--- src/rtl/irq_pkg.sv ---
package irq_pkg;
  localparam int DATA_W = 32;
  localparam int ADDR_W = 6;

  localparam logic [ADDR_W-1:0] ADDR_FAST_STAT = 6'd32;
  localparam logic [ADDR_W-1:0] ADDR_FAST_RAW  = 6'd33;
  localparam logic [ADDR_W-1:0] ADDR_NORM_STAT = 6'd34;
  localparam logic [ADDR_W-1:0] ADDR_NORM_RAW  = 6'd35;
  localparam logic [ADDR_W-1:0] ADDR_CLEAR     = 6'd40;

  // Configuration word, MSB first: enable, activeLow, edgeMode, sel
  typedef struct packed {
    logic       enable;
    logic       activeLow;
    logic       edgeMode;
    logic [7:0] sel;
  } cfg_t;

  localparam int CFG_W = $bits(cfg_t);

  typedef struct packed {
    logic              clrWr;
    logic [DATA_W-1:0] clrMask;
  } strobe_t;
endpackage

--- src/rtl/irq_regs.sv ---
module irq_regs
  import irq_pkg::*;
#(
  parameter int NUM_FAST = 4,
  parameter int NUM_NORM = 20,
  localparam int NUM_LOG = NUM_FAST + NUM_NORM
) (
  input  logic              clk,
  input  logic              rstN,
  input  logic [ADDR_W-1:0] busAddr,
  input  logic              busWrEn,
  input  logic [DATA_W-1:0] busWrData,
  input  logic [DATA_W-1:0] fastStat,
  input  logic [DATA_W-1:0] fastRaw,
  input  logic [DATA_W-1:0] normStat,
  input  logic [DATA_W-1:0] normRaw,
  output cfg_t              cfgVec [NUM_LOG],
  output strobe_t           stb,
  output logic [DATA_W-1:0] busRdData
);
  cfg_t cfgQ [NUM_LOG];

  for (genvar i = 0; i < NUM_LOG; i++) begin : g_cfg
    always_ff @(posedge clk or negedge rstN) begin
      if (!rstN) cfgQ[i] <= '0;
      else if (busWrEn && busAddr == ADDR_W'(i))
        cfgQ[i] <= cfg_t'(busWrData[CFG_W-1:0]);
    end
    assign cfgVec[i] = cfgQ[i];
  end

  always_comb begin
    stb.clrWr   = busWrEn && (busAddr == ADDR_CLEAR);
    stb.clrMask = busWrData;
  end

  always_comb begin
    busRdData = '0;
    for (int i = 0; i < NUM_LOG; i++)
      if (busAddr == ADDR_W'(i)) busRdData = DATA_W'(cfgQ[i]);
    case (busAddr)
      ADDR_FAST_STAT: busRdData = fastStat;
      ADDR_FAST_RAW:  busRdData = fastRaw;
      ADDR_NORM_STAT: busRdData = normStat;
      ADDR_NORM_RAW:  busRdData = normRaw;
      default: ;
    endcase
  end
endmodule

--- src/rtl/irq_core.sv ---
module irq_core
  import irq_pkg::*;
#(
  parameter int NUM_PHYS = 8,
  parameter int NUM_FAST = 4,
  parameter int NUM_NORM = 20,
  localparam int NUM_LOG = NUM_FAST + NUM_NORM,
  localparam int SEL_W = (NUM_PHYS > 1) ? $clog2(NUM_PHYS) : 1
) (
  input  logic                clk,
  input  logic                rstN,
  input  logic [NUM_PHYS-1:0] physIn,
  input  cfg_t                cfgVec [NUM_LOG],
  input  strobe_t             stb,
  output logic [NUM_LOG-1:0]  rawVec,
  output logic [NUM_LOG-1:0]  enVec,
  output logic [NUM_LOG-1:0]  edgeVec,
  output logic [DATA_W-1:0]   fastStat,
  output logic [DATA_W-1:0]   fastRaw,
  output logic [DATA_W-1:0]   normStat,
  output logic [DATA_W-1:0]   normRaw,
  output logic                fastReqN,
  output logic                normReqN
);
  logic [NUM_PHYS-1:0] syncA, syncB;
  logic [NUM_LOG-1:0]  statVec;
  logic                unusedClr;

  always_ff @(posedge clk or negedge rstN) begin
    if (!rstN) begin
      syncA <= '0;
      syncB <= '0;
    end else begin
      syncA <= physIn;
      syncB <= syncA;
    end
  end

  for (genvar i = 0; i < NUM_LOG; i++) begin : g_log
    logic curSel, prevSel, hit, latchQ;
    logic [SEL_W-1:0] idx;

    assign idx    = cfgVec[i].sel[SEL_W-1:0];
    assign curSel = (int'(cfgVec[i].sel) < NUM_PHYS) && syncB[idx];
    assign hit    = cfgVec[i].activeLow ? (prevSel & ~curSel) : (curSel & ~prevSel);

    always_ff @(posedge clk or negedge rstN) begin
      if (!rstN) begin
        prevSel <= 1'b0;
        latchQ  <= 1'b0;
      end else begin
        prevSel <= curSel;
        if (!cfgVec[i].edgeMode) latchQ <= 1'b0;
        else if (hit) latchQ <= 1'b1;
        else if (stb.clrWr && stb.clrMask[i]) latchQ <= 1'b0;
      end
    end

    assign rawVec[i]  = cfgVec[i].edgeMode ? latchQ : (curSel ^ cfgVec[i].activeLow);
    assign enVec[i]   = cfgVec[i].enable;
    assign edgeVec[i] = cfgVec[i].edgeMode;
  end

  assign statVec   = rawVec & enVec;
  assign fastRaw   = DATA_W'(rawVec[NUM_FAST-1:0]);
  assign fastStat  = DATA_W'(statVec[NUM_FAST-1:0]);
  assign normRaw   = DATA_W'(rawVec[NUM_LOG-1:NUM_FAST]);
  assign normStat  = DATA_W'(statVec[NUM_LOG-1:NUM_FAST]);
  assign fastReqN  = ~|statVec[NUM_FAST-1:0];
  assign normReqN  = ~|statVec[NUM_LOG-1:NUM_FAST];
  assign unusedClr = ^stb.clrMask[DATA_W-1:NUM_LOG];
endmodule

--- src/rtl/irq_dual_map.sv ---
module irq_dual_map
  import irq_pkg::*;
#(
  parameter int NUM_PHYS = 8,
  parameter int NUM_FAST = 4,
  parameter int NUM_NORM = 20,
  localparam int NUM_LOG = NUM_FAST + NUM_NORM
) (
  input  logic                clk,
  input  logic                rstN,
  input  logic [NUM_PHYS-1:0] physIn,
  input  logic [ADDR_W-1:0]   busAddr,
  input  logic                busWrEn,
  input  logic [DATA_W-1:0]   busWrData,
  output logic [DATA_W-1:0]   busRdData,
  output logic                fastReqN,
  output logic                normReqN
);
  cfg_t              cfgVec [NUM_LOG];
  strobe_t           stb;
  logic [NUM_LOG-1:0] rawVec, enVec, edgeVec;
  logic [DATA_W-1:0] fastStat, fastRaw, normStat, normRaw;

  irq_regs #(.NUM_FAST(NUM_FAST), .NUM_NORM(NUM_NORM)) uRegs (
    .clk(clk), .rstN(rstN), .busAddr(busAddr), .busWrEn(busWrEn),
    .busWrData(busWrData), .fastStat(fastStat), .fastRaw(fastRaw),
    .normStat(normStat), .normRaw(normRaw), .cfgVec(cfgVec), .stb(stb),
    .busRdData(busRdData)
  );

  irq_core #(.NUM_PHYS(NUM_PHYS), .NUM_FAST(NUM_FAST), .NUM_NORM(NUM_NORM)) uCore (
    .clk(clk), .rstN(rstN), .physIn(physIn), .cfgVec(cfgVec), .stb(stb),
    .rawVec(rawVec), .enVec(enVec), .edgeVec(edgeVec),
    .fastStat(fastStat), .fastRaw(fastRaw), .normStat(normStat), .normRaw(normRaw),
    .fastReqN(fastReqN), .normReqN(normReqN)
  );
endmodule

--- config.mk ---
export PLATFORM = sky130hd
export DESIGN_NAME = irq_dual_map
export DESIGN_NICKNAME = d
export VERILOG_FILES = /design/src/rtl/irq_pkg.sv /design/src/rtl/irq_regs.sv /design/src/rtl/irq_core.sv /design/src/rtl/irq_dual_map.sv
export SDC_FILE = /design/constraint.sdc
export NUM_CORES = 1
export LEC_CHECK = 0
export ABC_AREA = 1
export BUFFER_PORTS_ARGS = -buffer_cell sky130_fd_sc_hd__buf_2
export CAP_MARGIN = 0
export CELL_PAD_IN_SITES_DETAIL_PLACEMENT = 1
export CELL_PAD_IN_SITES_GLOBAL_PLACEMENT = 1
export CORE_ASPECT_RATIO = 0.7
export CORE_MARGIN = 1.5
export CORE_UTILIZATION = 35
export DETAILED_ROUTE_END_ITERATION = 6
export GPL_TIMING_DRIVEN = 0
export PLACE_DENSITY = 0.67
export SYNTH_ARGS = -nofsm -noshare
export SYNTH_HDL_FRONTEND = slang
export SYNTH_SLANG_ARGS = --single-unit
--- constraint.sdc ---
create_clock -name clk -period 5.5 [get_ports clk]
set_input_delay 0.275 -clock clk [delete_from_list [all_inputs] [get_ports clk]]
set_output_delay 0.275 -clock clk [all_outputs]
set_load 0.005 [all_outputs]
* Word-level counts from Yosys, hierarchy flattened
Index checks and enable logic that the tools add are counted.
** Word-level totals
- Register bits :: 328
- Word-level logic and storage cells :: 638
** Operators by class
- Order comparisons :: 48
- Eq/ne operators :: 52
- Mux-type cells :: 193
- Bitwise logic cells :: 121
- Reductions and logical operators :: 78
** Operators by type and width (count)
- $mux 11 :: 24
- $lt 8x4->1 const B :: 24
- $mux 1 :: 144
- $lt 3x4->1 const B :: 24
- $pmux 20 s4 :: 1
- $logic_and 1x1->1 :: 73
- $bmux 1 s3 :: 24
- $ne 3x1->1 const B :: 24
- $and 1x1->1 :: 48
- $eq 6x4->1 const B :: 8
- $eq 6x5->1 const B :: 8
- $not 1->1 :: 48
- $eq 6x6->1 const B :: 5
- $and 24x24->24 :: 1
- $eq 6x3->1 const B :: 4
- $xor 1x1->1 :: 24
- $reduce_or 20->1 :: 1
- $eq 6x2->1 const B :: 2
- $eq 6x1->1 const B :: 1
- $logic_not 6->1 :: 1
- $reduce_or 4->1 :: 1
- $logic_not 1->1 :: 2

* Logic depth before layout (Yosys ltp)
Gate-level depths: netlist of the first run.
- Word-level depth :: 26
- Depth in mapped cells :: 19
- Gate-level depth less buffers :: 19

* Modules after synthesis
Synthesis of the first run repeated with hierarchy kept, for this count alone.
** Second synthesis, totals
- Cells, all modules :: 2788
- Area total of the unflattened synthesis :: 19841.5 µm²
** Modules (own cells, without submodules)
- irq_regs :: instances 1, cells each 1667, area an instance 12903.6 µm², sequential area each 6606.3 µm²
- irq_core :: instances 1, cells each 1121, area an instance 6937.9 µm², sequential area each 1601.5 µm²

* Worst setup path after synthesis of the first run
Ideal clock, no wire load.
- Path kind :: flip-flop to output port
- From :: reg uCore.syncB[6]
- To :: out normReqN
- Arrival time :: 1.722 ns
- Data required time :: 5.225 ns
- Setup slack :: 3.503 ns
- Cell stages (with the launch flop) :: 13
- Buffers on the path :: 1
- Path through :: dfrtp_1 inv_1 buf_2 a21oi_1 o21ai_0 nand2_1 nand3_1 xor2_1 o21a_1 nor2_1 a211oi_1 nand2_1 nor2_1
** Between the ends
- Cells in the longest elaborated chain, start to end :: 8
- Elaborated cells on any way between the ends :: 103
- Classes of those cells :: mux (60); bitwise (21); reduce/logical (22)
** RTL lines
- start, declared :: line irq_core.sv:25 : logic [NUM_PHYS-1:0] syncA, syncB;
- start signal, assigned :: line irq_core.sv:35 : syncB <= syncA;
- $bmux 1 s3 :: line irq_core.sv:44 : assign curSel = (int'(cfgVec[i].sel) < NUM_PHYS) && syncB[idx];
- $mux 1 (implied by the code) :: line irq_core.sv:44
- $logic_and 1x1->1 :: line irq_core.sv:44
- $xor 1x1->1 :: line irq_core.sv:59 : assign rawVec[i] = cfgVec[i].edgeMode ? latchQ : (curSel ^ cfgVec[i].activeLow);
- $mux 1 :: line irq_core.sv:59
- $and 24x24->24 * :: line irq_core.sv:64 : assign statVec = rawVec & enVec;
- $reduce_or 20->1 * :: line irq_core.sv:70 : assign normReqN = ~|statVec[NUM_LOG-1:NUM_FAST];
- $logic_not 1->1 * :: line irq_core.sv:70
- end, declared :: line irq_dual_map.sv:17 : output logic normReqN
Mark *: on every way between the ends. The rest lies on a longest branch, timed or not. The select of a mux whose other input is x is not followed.

* Worst setup path in the final report of the first run
Ends and elaborated chain as after synthesis.

==> metrics.txt, run 1 <==
H-tree Lvls 2; share of cells above drive strength 1 7.50%; Leak 9.34 nW; Register Area ~8200 µm²; Synth area leader dfrtp_1; Final min period 4.30 ns; Ports 83; worst-margin pin slew 1.34 ns; Worst-path clk slew ~0.070 ns; EDFF count, synth 0; first-pass GRT wire length roughly 110000 µm; combinational power share a little under a fifth; setup violators final 0; Initial Utilization 35.3%; period utilisation layout 78.2%; most numerous cell in the Yosys netlist nand2_1; Post-Place Setup Slack 1.76 ns; unrepaired setup endpoints after global routing no; die area 51000 µm²; asr flop ratio synth 100%; wire length per cell 23.7 µm; Final Core Density 40.6%; critical path's slowest cell buf_2; clock skew 0.0232 ns; status finished clean; net switching power 2.31 mW; Req. time, crit path roughly 5.2 ns; Vias 17.7k; Tot Pwr 7.03 mW; clk_lat worst skew 0.55 ns; #FFs+latches synth 328; hold_ws 0.0358 ns; sequential power share 43.7%; dpl cells 3119; HPWL Detailed between 50000 and 60000 µm; number of distinct library cells after synthesis 40; Iter 0 DRT Violations 1802; Synth top area share between 40 and 50%; gpl congestion 0.923; relative slew slack 10.9%; worst-path fanout max 10; antenna violations before repair 2; Area Overhead vs Synth 15.0%; switching portion of total power 32.9%; post-synthesis sequential area ratio between 40 and 50%; clk sinks 328; dominant synthesized flop cell dfrtp_1; Syn. warnings 0; Synth top cells by count nand2_1, o21ai_0, dfrtp_1, inv_1, nor2_1; IO buf count 61; row count 68; CP Buf/Inv Count 3; Longest Clk Path Bufs 3; largest net degree at the start of global routing 116; total core area 49200 µm²; max_cap viols 0; Die X 269 µm; CTS buffer count 38; Total Wirelength around 76000 µm; synthesized area 17400 µm²; Filler Cells Inserted approximately 6.3k; Final Hold Viols 0; Crit Path Category register to primary output; Root Driver clkbuf_16; Clk pwr share 37.8%; DR vias/cell roughly 5.5; DRC Markers 0; Cell Chain, Critical Path inv_1 -> buf_2 -> a21oi_1 -> o21ai_0 -> nand2_1 -> nand3_1 -> xor2_1 -> o21a_1 -> o21ai_0 -> nor3_1 -> nand2_1 -> nor2_1 -> buf_2; VDD IR max between 0.2 and 0.25 mV; startpoint types register; Routed Antenna Nets 0; crit-path leading delay family simple AND/OR/NAND/NOR gates; Final WS setup 1.20 ns; fin nets 2552; Slowest Stage Delay on Critical Path 0.46 ns; Internal Power 4.71 mW; Worst setup EP type primary output; Hold Path Class input port to register; Gate Count Post-Synth around 2.4k; Synth Area per Inst 7.30 µm²; CTS tree yes; CTS resizes 0; most area-consuming cells after synthesis dfrtp_1, nand2_1, o21ai_0; Die Y 189 µm; first-pass iteration count of the detailed router 5; post-CTS setup buffer count 0; pwr/cell area 352 nW/µm²; crit path DAT 4.02 ns; Overall Global Routing Usage 29.8%; FMAX 233 MHz; Final Non-Filler Cells 3199; gr ovfl total 0; max-slew violation count 0; footprint of the multi-input gates 7800 µm²; number of global-route vias before repair 17.7k
## power groups by stage
stage	Clock, mW	Combinational, mW	Sequential, mW
4_1_cts	2.69	1.29	3.06
5_1_grt	2.78	1.46	3.11
2_1_floorplan	0	0.800	2.98
3_3_place_gp	0	1.21	3.08
3_5_place_dp	0	1.28	3.10
6_report	2.65	1.31	3.07
## metal layers
| layer | up-vias | track usage [%] | wire length, µm |
|---|---|---|---|
| met2 | 667 | 44.4 | 32200 |
| li1 | 7962 | - | - |
| met5 | - | 0 | 0 |
| met1 | 8914 | 43.9 | 35400 |
| met3 | 120 | 5.68 | 6080 |
| met4 | 0 | 8.43 | 2130 |
## worst register-to-register path, stage by stage, from the launching register on
cell and delay [ns]:
dfrtp_1 0.58, buf_2 0.55, nand2_1 0.13, a32o_1 0.25, nand2_1 0.08, nand3_1 0.20
nand2_1 0.12, nor2_1 0.04, o21ai_0 0.17, o21ai_0 0.11
## cell type report
type / count / area share, %
Antenna cell: 2 / 0.0250
Buffer: 124 / 2.92
Clock buffer: 59 / 5.82
Clock inverter: 10 / 0.520
Inverter: 221 / 4.15
Multi-Input combinational cell: 1718 / 39.0
Sequential cell: 328 / 41.1
Tap cell: 665 / 4.16
Timing Repair Buffer: 72 / 2.30
## registers in the layout (all words and copies together), names as in the netlist
register	count
uCore.syncB	8
uCore.g_log.prevSel	24
uRegs.cfgVec	264
uCore.syncA	8
uCore.g_log.latchQ	24
## metrics by stage
step / TNS, ns / instance area, µm²
2_1_floorplan: 0 / 17400
3_3_place_gp: -809.02 / 18600
3_5_place_dp: 0 / 18600
4_1_cts: 0 / 20000
5_1_grt: 0 / 20000
6_report: 0 / 20000
## cell usage in the layout (no fill, tap or decap), types with 4 or more instances in the layout
master and instances:
nor4_1 5, clkbuf_8 7, nor3_1 32, nand4_1 55, dlygate4sd3_1 9, dfrtp_1 328, a32o_1 6, nor2_4 4
a211oi_1 7, xor2_1 12, a21oi_1 68, buf_2 82, o211ai_1 7, nand3_1 122, o21ai_0 355, clkinv_2 7
a21o_1 17, o21a_1 8, nor2_1 168, inv_2 5, clkbuf_1 92, clkbuf_16 41, inv_1 216, buf_4 18
nand2_2 4, conb_1 12, a31oi_1 5, o2111ai_1 5, nor3b_1 10, o22ai_1 5, nor2_2 8, nand2_1 778
o21ai_1 4, and3_1 6
## worst paths after layout
kind	start	to	slack, ns	cells past startpoint
min reg2reg	uCore.syncA[1]	uCore.syncB[1]	0.35	0
min in group asynchronous	rstN	uCore.g_log[3].latchQ	0.42	2
max	uCore.syncB[6]	normReqN	1.20	13
min	busWrData[16]	uCore.g_log[16].latchQ	0.04	4
max reg2reg	uCore.syncB[2]	uCore.g_log[14].latchQ	3.16	9
max in group asynchronous	rstN	uRegs.cfgVec[85]	3.88	3
## cells by family after synthesis
family,after synthesis,synth area share [%]
other,1,0.0216
buffers and inverters,345,8.13
and+or+nand+nor,1199,28.7
AOI/OAI and AO/OA,495,15.3
xor gates and xnor gates,12,0.605
DFF,328,47.2
## timing repair
action                                  in CTS  in global routing
hold buffers                                 9                  0
hold endpoints to repair                   118                  0
endpoints found under the setup margin       0                  0
Note: power is estimated with default switching activity, not from simulation.
==> inputs of run 2 (changes only) <==
==> constraint.sdc (replaced) <==
create_clock -name clk -period 4.1 [get_ports clk]
set_input_delay 0.205 -clock clk [delete_from_list [all_inputs] [get_ports clk]]
set_output_delay 0.205 -clock clk [all_outputs]
set_load 0.005 [all_outputs]
==> metrics.txt, run 2 (synthesized netlist as in run 1, its figures left out) <==
status finished clean (unchanged); relative slew slack 9.51% (was 10.9%); Final min period 3.99 ns; clk_lat worst skew 0.56 ns (was 0.55 ns); Final Core Density 40.9% (was 40.6%); most used cell, CP nand2_1; Die X 269 µm (unchanged); max-slew violation count 0 (unchanged); unrepaired setup endpoints after global routing no (unchanged); CTS tree yes (unchanged); share of cells above drive strength 1 7.54% (was 7.50%); reg2reg path depth 9 (unchanged); Ports 83 (unchanged); Overall Global Routing Usage 29.9% (was 29.8%); fin nets 2565 (was 2552); most frequent cells in the layout nand2_1, o21ai_0, dfrtp_1 (unchanged); grt met2 use 44.6% (was 44.4%); Worst-path clk slew 0.06 ns (was 0.07 ns); Leak 9.40 nW (was 9.34 nW); Longest Clk Path Bufs 3 (unchanged); largest net degree at the start of global routing 116 (unchanged); Clk pwr share 37.7% (was 37.8%); pwr/cell area 469 nW/µm² (was 352 nW/µm²); met3 global-route usage 5.73% (was 5.68%); Worst setup EP type primary output (unchanged); Final Hold Viols 0 (unchanged); Routed Antenna Nets 0 (unchanged); hold wc startpoint busWrData[3] (was busWrData[16]); met1 GRT Util 43.9% (unchanged); HPWL Detailed 54900 µm (unchanged); antenna violations before repair 2 (unchanged); number of global-route vias before repair 17.8k (was 17.7k); CP Buf/Inv Count 3 (unchanged); worst-margin pin slew 1.36 ns (was 1.34 ns); Total Wirelength 75900 µm (was 75800 µm); gr ovfl total 0 (unchanged); CTS buffer count 38 (unchanged); Critical R2R Capture uCore.g_log[14].latchQ (unchanged); worst r2r src uCore.syncB[2] (unchanged); most common cell after layout, fill and taps aside nand2_1 (unchanged); wire length per cell 23.6 µm (was 23.7 µm); row count 68 (unchanged); fin area 20100 µm² (was 20000 µm²); startpoint types register (unchanged); Area Overhead vs Synth 15.9% (was 15.0%); die area 51000 µm² (unchanged); reg2reg setup slack 1.78 ns (was 3.16 ns); first-pass GRT wire length 114000 µm (about the same); crit path DAT 3.78 ns (was 4.02 ns); Filler Cells Inserted 6254 (was 6264); Area after DPL 18600 µm² (unchanged); Iter 0 DRT Violations 1795 (was 1802); net switching power 3.11 mW (was 2.31 mW); Cell Chain, Critical Path buf_2 -> nand2_1 -> nand3_1 -> a21o_1 -> nand3_1 -> nor2_1 -> inv_1 -> nand3_1 -> nand2_1 -> nand2_1 -> o21ai_0 -> nor3_1 -> nand2_1 -> nor2_2 -> buf_2 (was inv_1 -> buf_2 -> a21oi_1 -> o21ai_0 -> nand2_1 -> nand3_1 -> xor2_1 -> o21a_1 -> o21ai_0 -> nor3_1 -> nand2_1 -> nor2_1 -> buf_2); DR vias/cell 5.50 (was 5.52); Vias 17.7k (about the same); total core area 49200 µm² (unchanged); max reg flops 264 (unchanged); clock skew 0.0230 ns (was 0.0232 ns); Internal Power 6.34 mW (was 4.71 mW); Crit Path Category register to primary output (unchanged); period utilisation layout 97.3%; Die Y 189 µm (unchanged); combinational power share 18.8% (was 18.6%); worst-path fanout max 10 (unchanged); Worst Hold End uRegs.cfgVec[245] (was uCore.g_log[16].latchQ); first-pass iteration count of the detailed router 5 (unchanged); Hold Path Cell Cnt 3 (was 4); gpl congestion 0.923 (unchanged); max_cap viols 0 (unchanged); grt peak-use layer met2 (unchanged); switching portion of total power 32.9% (about the same); setup violators final 0 (unchanged); Initial Utilization 35.3% (unchanged); Tot Pwr 9.45 mW (was 7.03 mW); Root Driver clkbuf_16 (unchanged); IO buf count 61 (unchanged); VDD IR max 0.275 mV (was 0.204 mV); clk sinks 328 (unchanged); crit-path leading delay family simple AND/OR/NAND/NOR gates (unchanged); sequential power share 43.6% (was 43.7%); DRC Markers 0 (unchanged); FMAX ~250 MHz; Slowest Stage Delay on Critical Path 0.57 ns (was 0.46 ns); H-tree Lvls 2 (unchanged); Hold Path Class input port to register (unchanged); Req. time, crit path 3.89 ns (was 5.22 ns); critical path's slowest cell dfrtp_1 (was buf_2)
## run 2: cell count changes in the layout (fill, tap and decap cells not counted)
cell,before,now
diode_2,2,1
clkbuf_4,0,7
a21boi_2,0,1
buf_2,82,74
nor2_2,8,9
a21boi_1,2,1
o21ai_0,355,354
o21ai_1,4,5
dlygate4sd3_1,9,22
nor2_1,168,167
buf_4,18,19
## run 2: worst reg2reg max path, stage by stage (launching register included)
cell	delay (ns)
dfrtp_1	0.57
buf_2	0.54
nand2_1	0.13
a32o_1	0.25
nand2_1	0.08
nand3_1	0.20
nand2_1	0.12
nor2_1	0.04
o21ai_0	0.17
o21ai_0	0.11
## run 2: repair_timing
item	in CTS	in global routing
buffers inserted	0	0
hold buffers	22	0
hold endpoints to repair	131	0
resized for setup	1	10
endpoints found under the setup margin	1	2
## run 2: power groups by stage
stage | clock network (mW) | registers (mW) | logic [mW]
2_1_floorplan | 0 | 4.00 | 1.07
3_3_place_gp | 0 | 4.13 | 1.63
3_5_place_dp | 0 | 4.15 | 1.72
4_1_cts | 3.61 | 4.10 | 1.75
5_1_grt | 3.73 | 4.17 | 1.98
6_report | 3.56 | 4.12 | 1.77
## run 2: per-layer routing
metal	routed length, µm	up-vias
li1	-	7986
met1	35500	8931
met2	32400	626
met3	5930	116
met4	2000	0
met5	0	-
## run 2: worst max-delay path by stage
stage,from,to,slack (ns),depth (start not counted)
after floorplan,uCore.syncB[6],normReqN,2.17,12
final,uCore.syncB[2],normReqN,0.11,15
after global placement,rstN,uCore.g_log[16].latchQ,-3.85,1
after CTS,uCore.syncB[2],busRdData[7],0.005,10
after global routing,uCore.syncB[2],normReqN,0.02,15
after detailed placement,busAddr[4],busRdData[9],0.50,20
## run 2: layout make-up
| class | count | area, µm² | area share (%) |
|---|---|---|---|
| Inverter | 221 | 830 | 4.12 |
| Buffer | 124 | 603 | 2.99 |
| Multi-Input combinational cell | 1718 | 7800 | 38.8 |
| Timing Repair Buffer | 85 | 591 | 2.93 |
| Tap cell | 665 | 832 | 4.13 |
| Clock inverter | 10 | 104 | 0.516 |
| Clock buffer | 59 | 1160 | 5.78 |
| Antenna cell | 1 | 2.50 | 0.0124 |
| Sequential cell | 328 | 8210 | 40.8 |
## run 2: stage by stage
stage	hold WS (ns)	setup WS (ns)	setup TNS, ns	std cells
after floorplan	-0.0906	2.17	0	2391
after global placement	0.314	-3.85	-1245.26	3117
after detailed placement	0.315	0.502	0	3119
after CTS	0.128	0.00487	0	3210
after global routing	0.162	0.0164	0	3210
final	0.138	0.113	0	3211
